**src/rtl/prio_intc_pkg.sv**
```systemverilog
package prio_intc_pkg;

    typedef enum logic [1:0] {
        TRIG_LOW  = 2'b00,
        TRIG_HIGH = 2'b01,
        TRIG_FALL = 2'b10,
        TRIG_RISE = 2'b11
    } trig_e;

    localparam int W_ENABLE = 0;
    localparam int W_MODE0  = 1;
    localparam int W_LVL0   = 4;
    localparam int W_MASK   = 16;
    localparam int W_CLEAR  = 24;
    localparam int W_ACTIVE = 32;
    localparam int W_CUR    = 40;

    localparam int CLR_FIRE_BIT = 8;
    localparam int NONE_BIT     = 16;
    localparam int CUR_LVL_LSB  = 8;

endpackage

```
**src/rtl/prio_intc_sync.sv**
```systemverilog
module prio_intc_sync #(
    parameter int WIDTH  = 16,
    parameter int STAGES = 2
) (
    input  logic             clk,
    input  logic             rst_n,
    input  logic [WIDTH-1:0] d,
    output logic [WIDTH-1:0] q
);
    logic [STAGES-1:0][WIDTH-1:0] pipe_d, pipe_q;

    always_comb begin
        pipe_d[0] = d;
        for (int s = 1; s < STAGES; s++) begin
            pipe_d[s] = pipe_q[s-1];
        end
    end

    always_ff @(posedge clk or negedge rst_n) begin
        if (!rst_n) pipe_q <= '0;
        else        pipe_q <= pipe_d;
    end

    assign q = pipe_q[STAGES-1];
endmodule

```
**src/rtl/prio_intc_edge.sv**
```systemverilog
module prio_intc_edge #(
    parameter int NUM_SRC = 16
) (
    input  logic                     clk,
    input  logic                     rst_n,
    input  logic [NUM_SRC-1:0]       line,
    input  logic [NUM_SRC-1:0][1:0]  mode,
    input  logic [NUM_SRC-1:0]       clr_hit,
    output logic [NUM_SRC-1:0]       latch,
    output logic [NUM_SRC-1:0]       active
);
    typedef struct packed {
        logic [NUM_SRC-1:0] prev;
        logic [NUM_SRC-1:0] lat;
    } edge_st_t;

    edge_st_t st_d, st_q;

    always_comb begin
        st_d      = st_q;
        st_d.prev = line;
        for (int i = 0; i < NUM_SRC; i++) begin
            logic rise, fall, set;
            rise = line[i] & ~st_q.prev[i];
            fall = ~line[i] & st_q.prev[i];
            set  = mode[i][1] & (mode[i][0] ? rise : fall);
            // a new edge in the clearing cycle is kept
            st_d.lat[i] = (st_q.lat[i] & ~clr_hit[i]) | set;
            if (mode[i][1]) active[i] = st_q.lat[i];
            else            active[i] = mode[i][0] ? line[i] : ~line[i];
        end
    end

    always_ff @(posedge clk or negedge rst_n) begin
        if (!rst_n) st_q <= '0;
        else        st_q <= st_d;
    end

    assign latch = st_q.lat;
endmodule

```
**src/rtl/prio_intc_arb.sv**
```systemverilog
module prio_intc_arb #(
    parameter int NUM_SRC = 16,
    parameter int LVL_W   = 3,
    localparam int SRC_W  = $clog2(NUM_SRC)
) (
    input  logic [NUM_SRC-1:0]            active,
    input  logic [NUM_SRC-1:0][LVL_W-1:0] lvl,
    input  logic [LVL_W-1:0]              mask,
    output logic                          found,
    output logic [LVL_W-1:0]              win_lvl,
    output logic [SRC_W-1:0]              win_src
);
    always_comb begin
        found   = 1'b0;
        win_lvl = mask;
        win_src = '0;
        // strict compare while scanning upward keeps the lowest index on ties
        for (int i = 0; i < NUM_SRC; i++) begin
            if (active[i] && (lvl[i] > win_lvl)) begin
                found   = 1'b1;
                win_lvl = lvl[i];
                win_src = SRC_W'(i);
            end
        end
    end
endmodule

```
**src/rtl/prio_intc.sv**
```systemverilog
module prio_intc
    import prio_intc_pkg::*;
#(
    parameter int NUM_SRC     = 16,
    parameter int LVL_W       = 3,
    parameter int SYNC_STAGES = 2,
    parameter int ADDR_W      = 6,
    parameter int DATA_W      = 32,
    localparam int SRC_W      = $clog2(NUM_SRC)
) (
    input  logic               clk,
    input  logic               rst_n,
    input  logic [NUM_SRC-1:0] req_in,
    input  logic               wr_en,
    input  logic [ADDR_W-1:0]  addr,
    input  logic [DATA_W-1:0]  wdata,
    output logic [DATA_W-1:0]  rdata,
    output logic               irq_out
);
    typedef struct packed {
        logic                           en;
        logic [NUM_SRC-1:0][1:0]        mode;
        logic [NUM_SRC-1:0][LVL_W-1:0]  lvl;
        logic [LVL_W-1:0]               mask;
        logic                           irq;
        logic                           none;
        logic [LVL_W-1:0]               cur_lvl;
        logic [SRC_W-1:0]               cur_src;
    } state_t;

    state_t st_d, st_q;

    logic [NUM_SRC-1:0] line_s;
    logic [NUM_SRC-1:0] edge_lat;
    logic [NUM_SRC-1:0] src_active;
    logic [NUM_SRC-1:0] clr_hit;
    logic               arb_found;
    logic [LVL_W-1:0]   arb_lvl;
    logic [SRC_W-1:0]   arb_src;
    logic               unused_wdata;

    assign unused_wdata = ^wdata[DATA_W-1:16];

    prio_intc_sync #(.WIDTH(NUM_SRC), .STAGES(SYNC_STAGES)) u_sync (
        .clk(clk), .rst_n(rst_n), .d(req_in), .q(line_s)
    );

    prio_intc_edge #(.NUM_SRC(NUM_SRC)) u_edge (
        .clk(clk), .rst_n(rst_n), .line(line_s), .mode(st_q.mode),
        .clr_hit(clr_hit), .latch(edge_lat), .active(src_active)
    );

    prio_intc_arb #(.NUM_SRC(NUM_SRC), .LVL_W(LVL_W)) u_arb (
        .active(src_active), .lvl(st_q.lvl), .mask(st_q.mask),
        .found(arb_found), .win_lvl(arb_lvl), .win_src(arb_src)
    );

    always_comb begin
        st_d = st_q;
        for (int i = 0; i < NUM_SRC; i++) begin
            clr_hit[i] = wr_en && (addr == ADDR_W'(W_CLEAR))
                         && wdata[CLR_FIRE_BIT] && (wdata[3:0] == 4'(i));
        end
        if (wr_en) begin
            if (addr == ADDR_W'(W_ENABLE)) st_d.en   = wdata[0];
            if (addr == ADDR_W'(W_MASK))   st_d.mask = wdata[LVL_W-1:0];
            for (int i = 0; i < NUM_SRC; i++) begin
                if (addr == ADDR_W'(W_MODE0 + i / 8))
                    st_d.mode[i] = wdata[(i % 8) * 2 +: 2];
                if (addr == ADDR_W'(W_LVL0 + i / 2))
                    st_d.lvl[i] = wdata[(i % 2) * 8 +: LVL_W];
            end
        end
        st_d.irq     = st_q.en & arb_found;
        st_d.none    = ~(st_q.en & arb_found);
        st_d.cur_lvl = (st_q.en & arb_found) ? arb_lvl : '0;
        st_d.cur_src = (st_q.en & arb_found) ? arb_src : '0;
    end

    always_ff @(posedge clk or negedge rst_n) begin
        if (!rst_n) begin
            st_q      <= '0;
            st_q.none <= 1'b1;
        end else begin
            st_q <= st_d;
        end
    end

    always_comb begin
        rdata = '0;
        if (addr == ADDR_W'(W_ENABLE)) rdata[0] = st_q.en;
        if (addr == ADDR_W'(W_MASK))   rdata[LVL_W-1:0] = st_q.mask;
        if (addr == ADDR_W'(W_ACTIVE)) rdata[NUM_SRC-1:0] = src_active;
        if (addr == ADDR_W'(W_CUR)) begin
            rdata[NONE_BIT]                 = st_q.none;
            rdata[CUR_LVL_LSB +: LVL_W]     = st_q.cur_lvl;
            rdata[SRC_W-1:0]                = st_q.cur_src;
        end
        for (int i = 0; i < NUM_SRC; i++) begin
            if (addr == ADDR_W'(W_MODE0 + i / 8))
                rdata[(i % 8) * 2 +: 2] = st_q.mode[i];
            if (addr == ADDR_W'(W_LVL0 + i / 2))
                rdata[(i % 2) * 8 +: LVL_W] = st_q.lvl[i];
        end
    end

    assign irq_out = st_q.irq;
endmodule

```
**config.mk**
```make
export PLATFORM = sky130hd
export DESIGN_NAME = prio_intc
export DESIGN_NICKNAME = d
export VERILOG_FILES = /design/src/rtl/prio_intc_pkg.sv /design/src/rtl/prio_intc_sync.sv /design/src/rtl/prio_intc_edge.sv /design/src/rtl/prio_intc_arb.sv /design/src/rtl/prio_intc.sv
export SDC_FILE = /design/constraint.sdc
export NUM_CORES = 1
export LEC_CHECK = 0
export ABC_CLOCK_PERIOD_IN_PS = 21100
export CAP_MARGIN = 20
export CORE_UTILIZATION = 30
export DETAILED_ROUTE_END_ITERATION = 12
export DONT_BUFFER_PORTS = 1
export GPL_TIMING_DRIVEN = 0
export PLACE_DENSITY = 0.43
export REMOVE_ABC_BUFFERS = 1
export SYNTH_ARGS = -nofsm -noshare
export SYNTH_HDL_FRONTEND = slang
export SYNTH_HIERARCHICAL = 1
export SYNTH_SLANG_ARGS = --single-unit
export TNS_END_PERCENT = 50
```
**constraint.sdc**
```tcl
create_clock -name clk -period 21.1 [get_ports clk]
set_input_delay 4.22 -clock clk [delete_from_list [all_inputs] [get_ports clk]]
set_output_delay 4.22 -clock clk [all_outputs]
set_load 0.01 [all_outputs]
```
==> metrics.yaml, run 1 <==
status: "finished, final reports clean"
wl_um: 30260
syn_area_per_cell_um2: 10.06
slew_violations: 0
num-nets-final: 1078
cts.clk_slew.worst_paths_ns: 0.07
die_area_mm2: 0.03304
die_w_um: 181.8
multiInputGateArea_mm2: 0.006082
final_layout_size_suffix_gt1_share_pct: 31.39
cp-end-kind: "register"
drtPass1Iterations: 6
worstSkewPairLatency_ns: 0.43
htree_num_levels: 4
pre_cts_ws_ns: -3.594
dp_cells: 1328
max_freq_ghz: 0.04816
hold_path_class: "reg2reg"
synth_cells: 964
vias_per_cell: 5.539
start_kind: "register"
clkSinkCount: 157
vdd_drop_max_uv: 58.48
utilization_pct: 36.86
path_max_fanout: 4
cts_tree: "built"
dp_hpwl_um: 21150
portBuffers: 0
fin_cells: 1415
finClkSkew_ns: 0.009266
initialDrtViolationCount: 571
antenna_found_initial: 0
n_antenna_cell: 0
cts-root-buf: "clkbuf_16"
drv_cap: 0
track_usage_pct: 18.69
period_share_pct: 98.40
final-setup-viol-count: 0
clock_path_buffers: 2
die_h_um: 181.8
regArea_mm2: 0.003930
syn_area_mm2: 0.009696
cp_top_family: "compound AO/OA/AOI/OAI gates"
io_pins: 90
cpMostUsedCell: "ha_4"
area_growth_pct: 20.27
setup_tns_ns: 0
finalInstanceArea_mm2: 0.01166
rows: 65
start_util_pct: 30.65
grt_pass1_vias: 7636
final.min_clock_period_ns: 20.76
rsz0062_at_grt: "yes"
ant_nets: 0
maxSlewHeadroom_pct: 23.60
grt_pass1_wl_um: 46970
grt_max_degree: 158
drc: 0
numCtsBuffers: 17
critPathSlowestCell: "or3_4"
powerDensity_mw_per_mm2: 128.1
finalHoldViolCount: 0
max_slew.worst_pin.slew_ns: 1.138
arrival_ns: 21.09
via_count: 7838
grt_remaining_overflow: 0
p_leak_nw: 4.982
worstPathRequired_ns: 21.43
nFillCells: 3157
gp_congestion: 0.8803
coreArea_mm2: 0.03164
yosysWarnings: 6
worst_slack_ns: 0.3377
ctsHoldBuffers: 0
cpPeakStageDelay_ns: 0.39
worstSetupPathType: "reg2reg"
postPlaceCellArea_mm2: 0.009957
avgRoutedWirePerCell_um: 21.38
critPathBufInv: 6
[report_power, final]
| part | leakage [nW] | switching, mW | internal, mW |
|---|---|---|---|
| combinational | 2.78 | 0.422 | 0.404 |
| clock | 0.263 | 0.136 | 0.157 |
| sequential | 1.94 | 0.0424 | 0.334 |
[per-stage QoR]
step,power (mW),hold slack [ns]
2_1_floorplan,0.7448,0.3312
3_3_place_gp,0.8805,0.3322
3_5_place_dp,0.8818,0.3347
4_1_cts,1.363,0.3475
5_1_grt,1.589,0.3511
6_report,1.494,0.3449
[sequential cells by signal (all words and copies together), names as in the netlist]
name and cells:
u_edge/latch 16, u_sync/q 16, st_q 92, irq_out 1
u_sync/pipe_d 16, u_edge/st_q 16
[routing by layer]
layer	vias to the layer above	wire, µm	track usage (%)
li1	3642	-	-
met1	3990	14020	25.07
met2	158	14450	30.48
met3	48	1090	2.908
met4	0	697	6.542
met5	-	0	0
[layout by cell type, fill, tap and decap left out, drive strengths merged, types with 20 or more instances in the layout]
master,instances
nand2b,27
o21ai,45
inv,49
nand2,87
buf,54
ha,21
mux2,96
dfrtp,156
nor2,63
nand3,48
a21oi,40
clkbuf,20
[layout make-up]
| cell class | count | share of cell area (%) |
|---|---|---|
| Clock inverter | 13 | 0.9335 |
| Clock buffer | 19 | 3.798 |
| Timing Repair Buffer | 55 | 3.680 |
| Tap cell | 402 | 4.313 |
| Multi-Input combinational cell | 725 | 52.16 |
| Sequential cell | 157 | 33.70 |
| Inverter | 44 | 1.416 |
[path summary, 6_finish.rpt]
path	from	cells past startpoint	slack [ns]	end
setup / recovery	st_q[11]$_DFFE_PN0P_	111	0.34	st_q[2]$_DFF_PN0_
hold / removal	u_sync/pipe_d[17]$_DFF_PN0_	0	0.34	u_sync/q[1]$_DFF_PN0_
setup reg to reg	st_q[11]$_DFFE_PN0P_	111	0.34	st_q[2]$_DFF_PN0_
hold reg to reg	u_sync/pipe_d[17]$_DFF_PN0_	0	0.34	u_sync/q[1]$_DFF_PN0_
max in group asynchronous	rst_n	0	17.35	st_q[29]$_DFFE_PN0P_
min in group asynchronous	rst_n	0	3.48	u_sync/pipe_d[30]$_DFF_PN0_
[timing repair]
item | in CTS | in global routing
endpoints found under the setup margin | 9 | 9
pin swaps | 55 | 78
setup buffers | 37 | 16
gates resized for setup | 84 | 61
endpoints found under the hold margin | 0 | 0
Note: power is estimated with default switching activity, not from simulation.
==> run 2, diff against run 1 <==
--- a/config.mk
+++ b/config.mk
@@ -6,7 +6,7 @@
 export NUM_CORES = 1
 export LEC_CHECK = 0
 export ABC_CLOCK_PERIOD_IN_PS = 21100
-export CAP_MARGIN = 20
+export CORE_ASPECT_RATIO = 0.75
 export CORE_UTILIZATION = 30
 export DETAILED_ROUTE_END_ITERATION = 12
 export DONT_BUFFER_PORTS = 1
==> run 2 against run 1 <==
Net effect: the run now ends with setup timing left; critical path depth is 4 higher; first-iteration DRC count is 30% higher; final cell count is 2.8% higher; flip-flop and latch count stayed put; register-to-register slack worse by 0.36 ns; combinational power is 8.4% higher; routed wire length is 11% higher; sequential share of layout area is 0.74 points lower; largest power group unchanged.
==> metrics.yaml, run 2 (same netlist as run 1, synthesis figures left out) <==
status: "finished, violations left"
violations: "setup timing"
cts.clk_slew.worst_paths_ns: 0.06
final_layout_size_suffix_gt1_share_pct: 33.87
clock_path_buffers: 2
start_kind: "register"
hold_path_class: "reg2reg"
nFillCells: 3138
grt_pass1_vias: 7700
postPlaceCellArea_mm2: 0.009977
worstSetupPathType: "reg2reg"
coreArea_mm2: 0.03153
clkSinkCount: 157
ctsHoldBuffers: 0
io_pins: 90
vdd_drop_max_uv: 76.23
finClkSkew_ns: 0.01312
rows: 56
cpPeakStageDelay_ns: 0.38
max_slew.worst_pin.slew_ns: 1.246
portBuffers: 0
grt_pass1_wl_um: 49620
pre_cts_ws_ns: -4.021
via_count: 8105
period_share_pct: 100.1
r2r_start: "st_q[11]$_DFFE_PN0P_"
p_leak_nw: 5.185
finalInstanceArea_mm2: 0.01193
cpMostUsedCell: "ha_4"
slew_violations: 0
die_h_um: 157.7
die_w_um: 209.6
finalHoldViolCount: 0
path_max_fanout: 4
maxSlewHeadroom_pct: 16.74
grt_remaining_overflow: 0
arrival_ns: 21.47
numCtsBuffers: 17
antenna_found_initial: 0
setup_tns_ns: -0.03132
avgRoutedWirePerCell_um: 23.14
cts_tree: "built"
worstPathRequired_ns: 21.44
cts-root-buf: "clkbuf_16"
drc: 0
critPathSlowestCell: "dfrtp_1"
area_growth_pct: 23.00
drv_cap: 0
final_common_cell: "dfrtp_1"
worst_slack_ns: -0.02124
initialDrtViolationCount: 741
max_freq_ghz: 0.04735
final_cell_mix: "dfrtp_1, buf_4, nand2_1"
final-setup-viol-count: 2
cp-end-kind: "register"
vias_per_cell: 5.570
wl_um: 33660
worstSkewPairLatency_ns: 0.46
track_usage_pct: 20.54
cp-startpoint: "st_q[11]$_DFFE_PN0P_"
grt_max_degree: 158
num-nets-final: 1113
regMostFlops: "st_q"
ant_nets: 0
final.min_clock_period_ns: 21.12
powerDensity_mw_per_mm2: 132.7
gp_congestion: 0.8849
holdCritStartpoint: "u_sync/pipe_d[26]$_DFF_PN0_"
dp_hpwl_um: 22980
start_util_pct: 30.75
largest_register_ffs: 92
drtPass1Iterations: 5
die_area_mm2: 0.03305
rsz0062_at_grt: "yes"
htree_num_levels: 4
==> run 2: cell type report <==
cell class / count / area, µm² / area share (%)
Multi-Input combinational cell: 725 / 6057 / 50.79
Inverter: 44 / 165.2 / 1.385
Antenna cell: 1 / 2.502 / 0.02098
Clock inverter: 15 / 152.6 / 1.280
Tap cell: 406 / 508.0 / 4.260
Timing Repair Buffer: 90 / 683.2 / 5.729
Clock buffer: 17 / 425.4 / 3.567
Sequential cell: 157 / 3931 / 32.97
==> run 2: path summary, 6_finish.rpt <==
check / endpoint / slack (ns) / cells past startpoint
max: st_q[2]$_DFF_PN0_ / -0.02 / 115
min: u_sync/q[10]$_DFF_PN0_ / 0.35 / 0
max reg2reg: st_q[2]$_DFF_PN0_ / -0.02 / 115
min reg2reg: u_sync/q[10]$_DFF_PN0_ / 0.35 / 0
max in group asynchronous: st_q[7]$_DFF_PN1_ / 17.31 / 0
min in group asynchronous: st_q[54]$_DFFE_PN0P_ / 3.46 / 0
==> run 2: what timing repair did <==
action / in CTS / in global routing
endpoints found under the setup margin: 9 / 9
gates resized for setup: 65 / 76
endpoints found under the hold margin: 0 / 0
pin swaps: 45 / 78
setup buffers: 75 / 14
==> run 2: metrics by stage <==
stage	utilization [%]	instances	total power, mW	hold WS, ns
3_5_place_dp	31.64	1333	0.8821	0.3347
6_report	37.82	1455	1.583	0.3482
5_1_grt	37.81	1454	1.671	0.3592
4_1_cts	36.26	1440	1.401	0.3505
2_1_floorplan	-	926	0.7448	0.3312
3_3_place_gp	31.57	1332	0.8800	0.3315
==> run 2: power breakdown <==
group / total, mW / internal, mW / switching, mW
combinational: 0.894 / 0.448 / 0.446
clock: 0.310 / 0.166 / 0.144
sequential: 0.379 / 0.334 / 0.0446
==> run 2: per-layer routing <==
metal	global-route usage, %	wire, µm	vias to the layer above
met1	30.42	16940	4092
met2	29.68	14090	264
li1	-	-	3710
met3	4.761	2073	37
met5	0.7496	29	-
met4	5.109	522	2
==> run 2: critical path: cells and delay by family (launching register included) <==
kind | cells | cell delay, ns
mux | 6 | 2.10
fa+ha+maj | 20 | 5.25
flops | 1 | 0.38
compound gates | 43 | 7.82
buf+inv | 7 | 0.69
simple gates | 39 | 4.70
==> run 3, diff against run 2 <==
--- a/config.mk
+++ b/config.mk
@@ -6,12 +6,15 @@
 export NUM_CORES = 1
 export LEC_CHECK = 0
 export ABC_CLOCK_PERIOD_IN_PS = 21100
+export CELL_PAD_IN_SITES_DETAIL_PLACEMENT = 0
+export CELL_PAD_IN_SITES_GLOBAL_PLACEMENT = 2
 export CORE_ASPECT_RATIO = 0.75
 export CORE_UTILIZATION = 30
 export DETAILED_ROUTE_END_ITERATION = 12
 export DONT_BUFFER_PORTS = 1
+export GPL_ROUTABILITY_DRIVEN = 0
 export GPL_TIMING_DRIVEN = 0
-export PLACE_DENSITY = 0.43
+export PLACE_DENSITY = 0.61
 export REMOVE_ABC_BUFFERS = 1
 export SYNTH_ARGS = -nofsm -noshare
 export SYNTH_HDL_FRONTEND = slang
==> run 3 against run 2 <==
Net effect: sequential power hardly changed; global-route usage is 0.97 points lower; count of clock-buffer cells in the layout stayed put; first-iteration DRC count is 40% lower; routed wire length is 5.7% lower; the run still ends with setup timing left; combinational power is 4.7% lower; clock skew is 0.0023 ns higher; hold slack hardly changed; die area stayed put; sequential share of layout area is 0.60 points higher; final area is 1.8% lower.
==> metrics.yaml, run 3 (same netlist as run 1, synthesis figures left out) <==
status: "finished, violations left"
violations: "setup timing"
cts-root-buf: "clkbuf_16"
start_kind: "register"
grt_max_degree: 158
coreArea_mm2: 0.03153
finalInstanceArea_mm2: 0.01171
area_growth_pct: 20.79
die_h_um: 157.7
rsz0062_at_grt: "yes"
cp-end-kind: "register"
period_share_pct: 100.1
drc: 0
holdWs_ns: 0.3486
worst_slack_ns: -0.02711
finalHoldViolCount: 0
via_count: 7797
drtPass1Iterations: 6
slew_violations: 0
grt_pass1_wl_um: 48440
numCtsBuffers: 17
io_pins: 90
postPlaceCellArea_mm2: 0.009973
die_area_mm2: 0.03305
antenna_found_initial: 1
cpMostUsedCell: "ha_4"
cts_tree: "built"
clock_path_buffers: 2
finClkSkew_ns: 0.01545
vias_per_cell: 5.475
wl_um: 31740
path_max_fanout: 4
max_slew.worst_pin.slew_ns: 1.297
grt_pass1_vias: 7648
dp_cells: 1333
regMostFlops: "st_q"
die_w_um: 209.6
final_layout_size_suffix_gt1_share_pct: 31.63
max_freq_ghz: 0.04733
utilization_pct: 37.14
worstSkewPairLatency_ns: 0.44
critPathSlowestCell: "dfrtp_1"
ant_nets: 0
portBuffers: 0
start_util_pct: 30.75
vdd_drop_max_uv: 54.68
htree_num_levels: 4
powerDensity_mw_per_mm2: 132.7
initialDrtViolationCount: 447
p_total_mw: 1.554
fin_cells: 1424
cp_top_family: "compound AO/OA/AOI/OAI gates"
p_leak_nw: 5.022
setup_tns_ns: -0.02711
worstSetupPathType: "reg2reg"
clkSinkCount: 157
final-setup-viol-count: 1
final.min_clock_period_ns: 21.13
critPathBufInv: 6
pre_cts_ws_ns: -4.014
worstPathRequired_ns: 21.42
maxSlewHeadroom_pct: 13.34
avgRoutedWirePerCell_um: 22.29
final_cell_mix: "dfrtp_1, nand2_1, mux2_2"
rows: 56
largest_register_ffs: 92
cts.clk_slew.worst_paths_ns: 0.07
drv_cap: 0
n_antenna_cell: 0
cpPeakStageDelay_ns: 0.45
hold_path_class: "reg2reg"
grt_remaining_overflow: 0
final_common_cell: "dfrtp_1"
dp_hpwl_um: 22290
track_usage_pct: 19.58
num-nets-final: 1084
arrival_ns: 21.44
## run 3: changes by cell type in the layout (fill, tap and decap cells not counted), sizes merged
cell | before | now
diode | 1 | 0
clkinvlp | 3 | 2
bufinv | 1 | 2
buf | 90 | 61
clkinv | 5 | 2
inv | 50 | 52
## run 3: repair_timing
action | 4_1_cts | 5_1_grt
buffers inserted | 43 | 19
hold buffers | 0 | 0
resized for setup | 91 | 52
cloned | 0 | 0
endpoints found under the setup margin | 9 | 9
pin swaps | 53 | 80
## run 3: report_power, final
group,switching (mW),internal (mW)
logic,0.436,0.417
clock network,0.144,0.179
registers,0.0438,0.334
## run 3: final cells by class
| cell class | count | area [µm²] |
|---|---|---|
| flip-flops and latches | 157 | 3931 |
| well taps | 406 | 508.0 |
| clock inverters | 14 | 172.7 |
| multi-input cells | 725 | 6041 |
| fillers | 3150 | 19820 |
| clock buffers | 17 | 425.4 |
| inverters | 44 | 167.7 |
| repair buffers | 61 | 465.4 |
## run 3: final timing paths
kind                                        startpoint                          end  slack, ns  cells past startpoint
setup / recovery                   st_q[9]$_DFFE_PN0P_            st_q[2]$_DFF_PN0_      -0.03                    111
hold / removal             u_sync/pipe_d[27]$_DFF_PN0_       u_sync/q[11]$_DFF_PN0_       0.35                      0
setup reg to reg                   st_q[9]$_DFFE_PN0P_            st_q[2]$_DFF_PN0_      -0.03                    111
hold reg to reg            u_sync/pipe_d[27]$_DFF_PN0_       u_sync/q[11]$_DFF_PN0_       0.35                      0
max in group asynchronous                        rst_n            st_q[7]$_DFF_PN1_      17.39                      0
min in group asynchronous                        rst_n  u_sync/pipe_d[31]$_DFF_PN0_       3.47                      0
## run 3: layer usage
| layer | global-route usage, % | routed length (µm) | up-vias |
|---|---|---|---|
| met5 | 0 | 0 | - |
| met4 | 5.874 | 598 | 0 |
| met3 | 2.559 | 1108 | 34 |
| met2 | 30.00 | 13910 | 160 |
| met1 | 28.59 | 16120 | 3956 |
| li1 | - | - | 3647 |
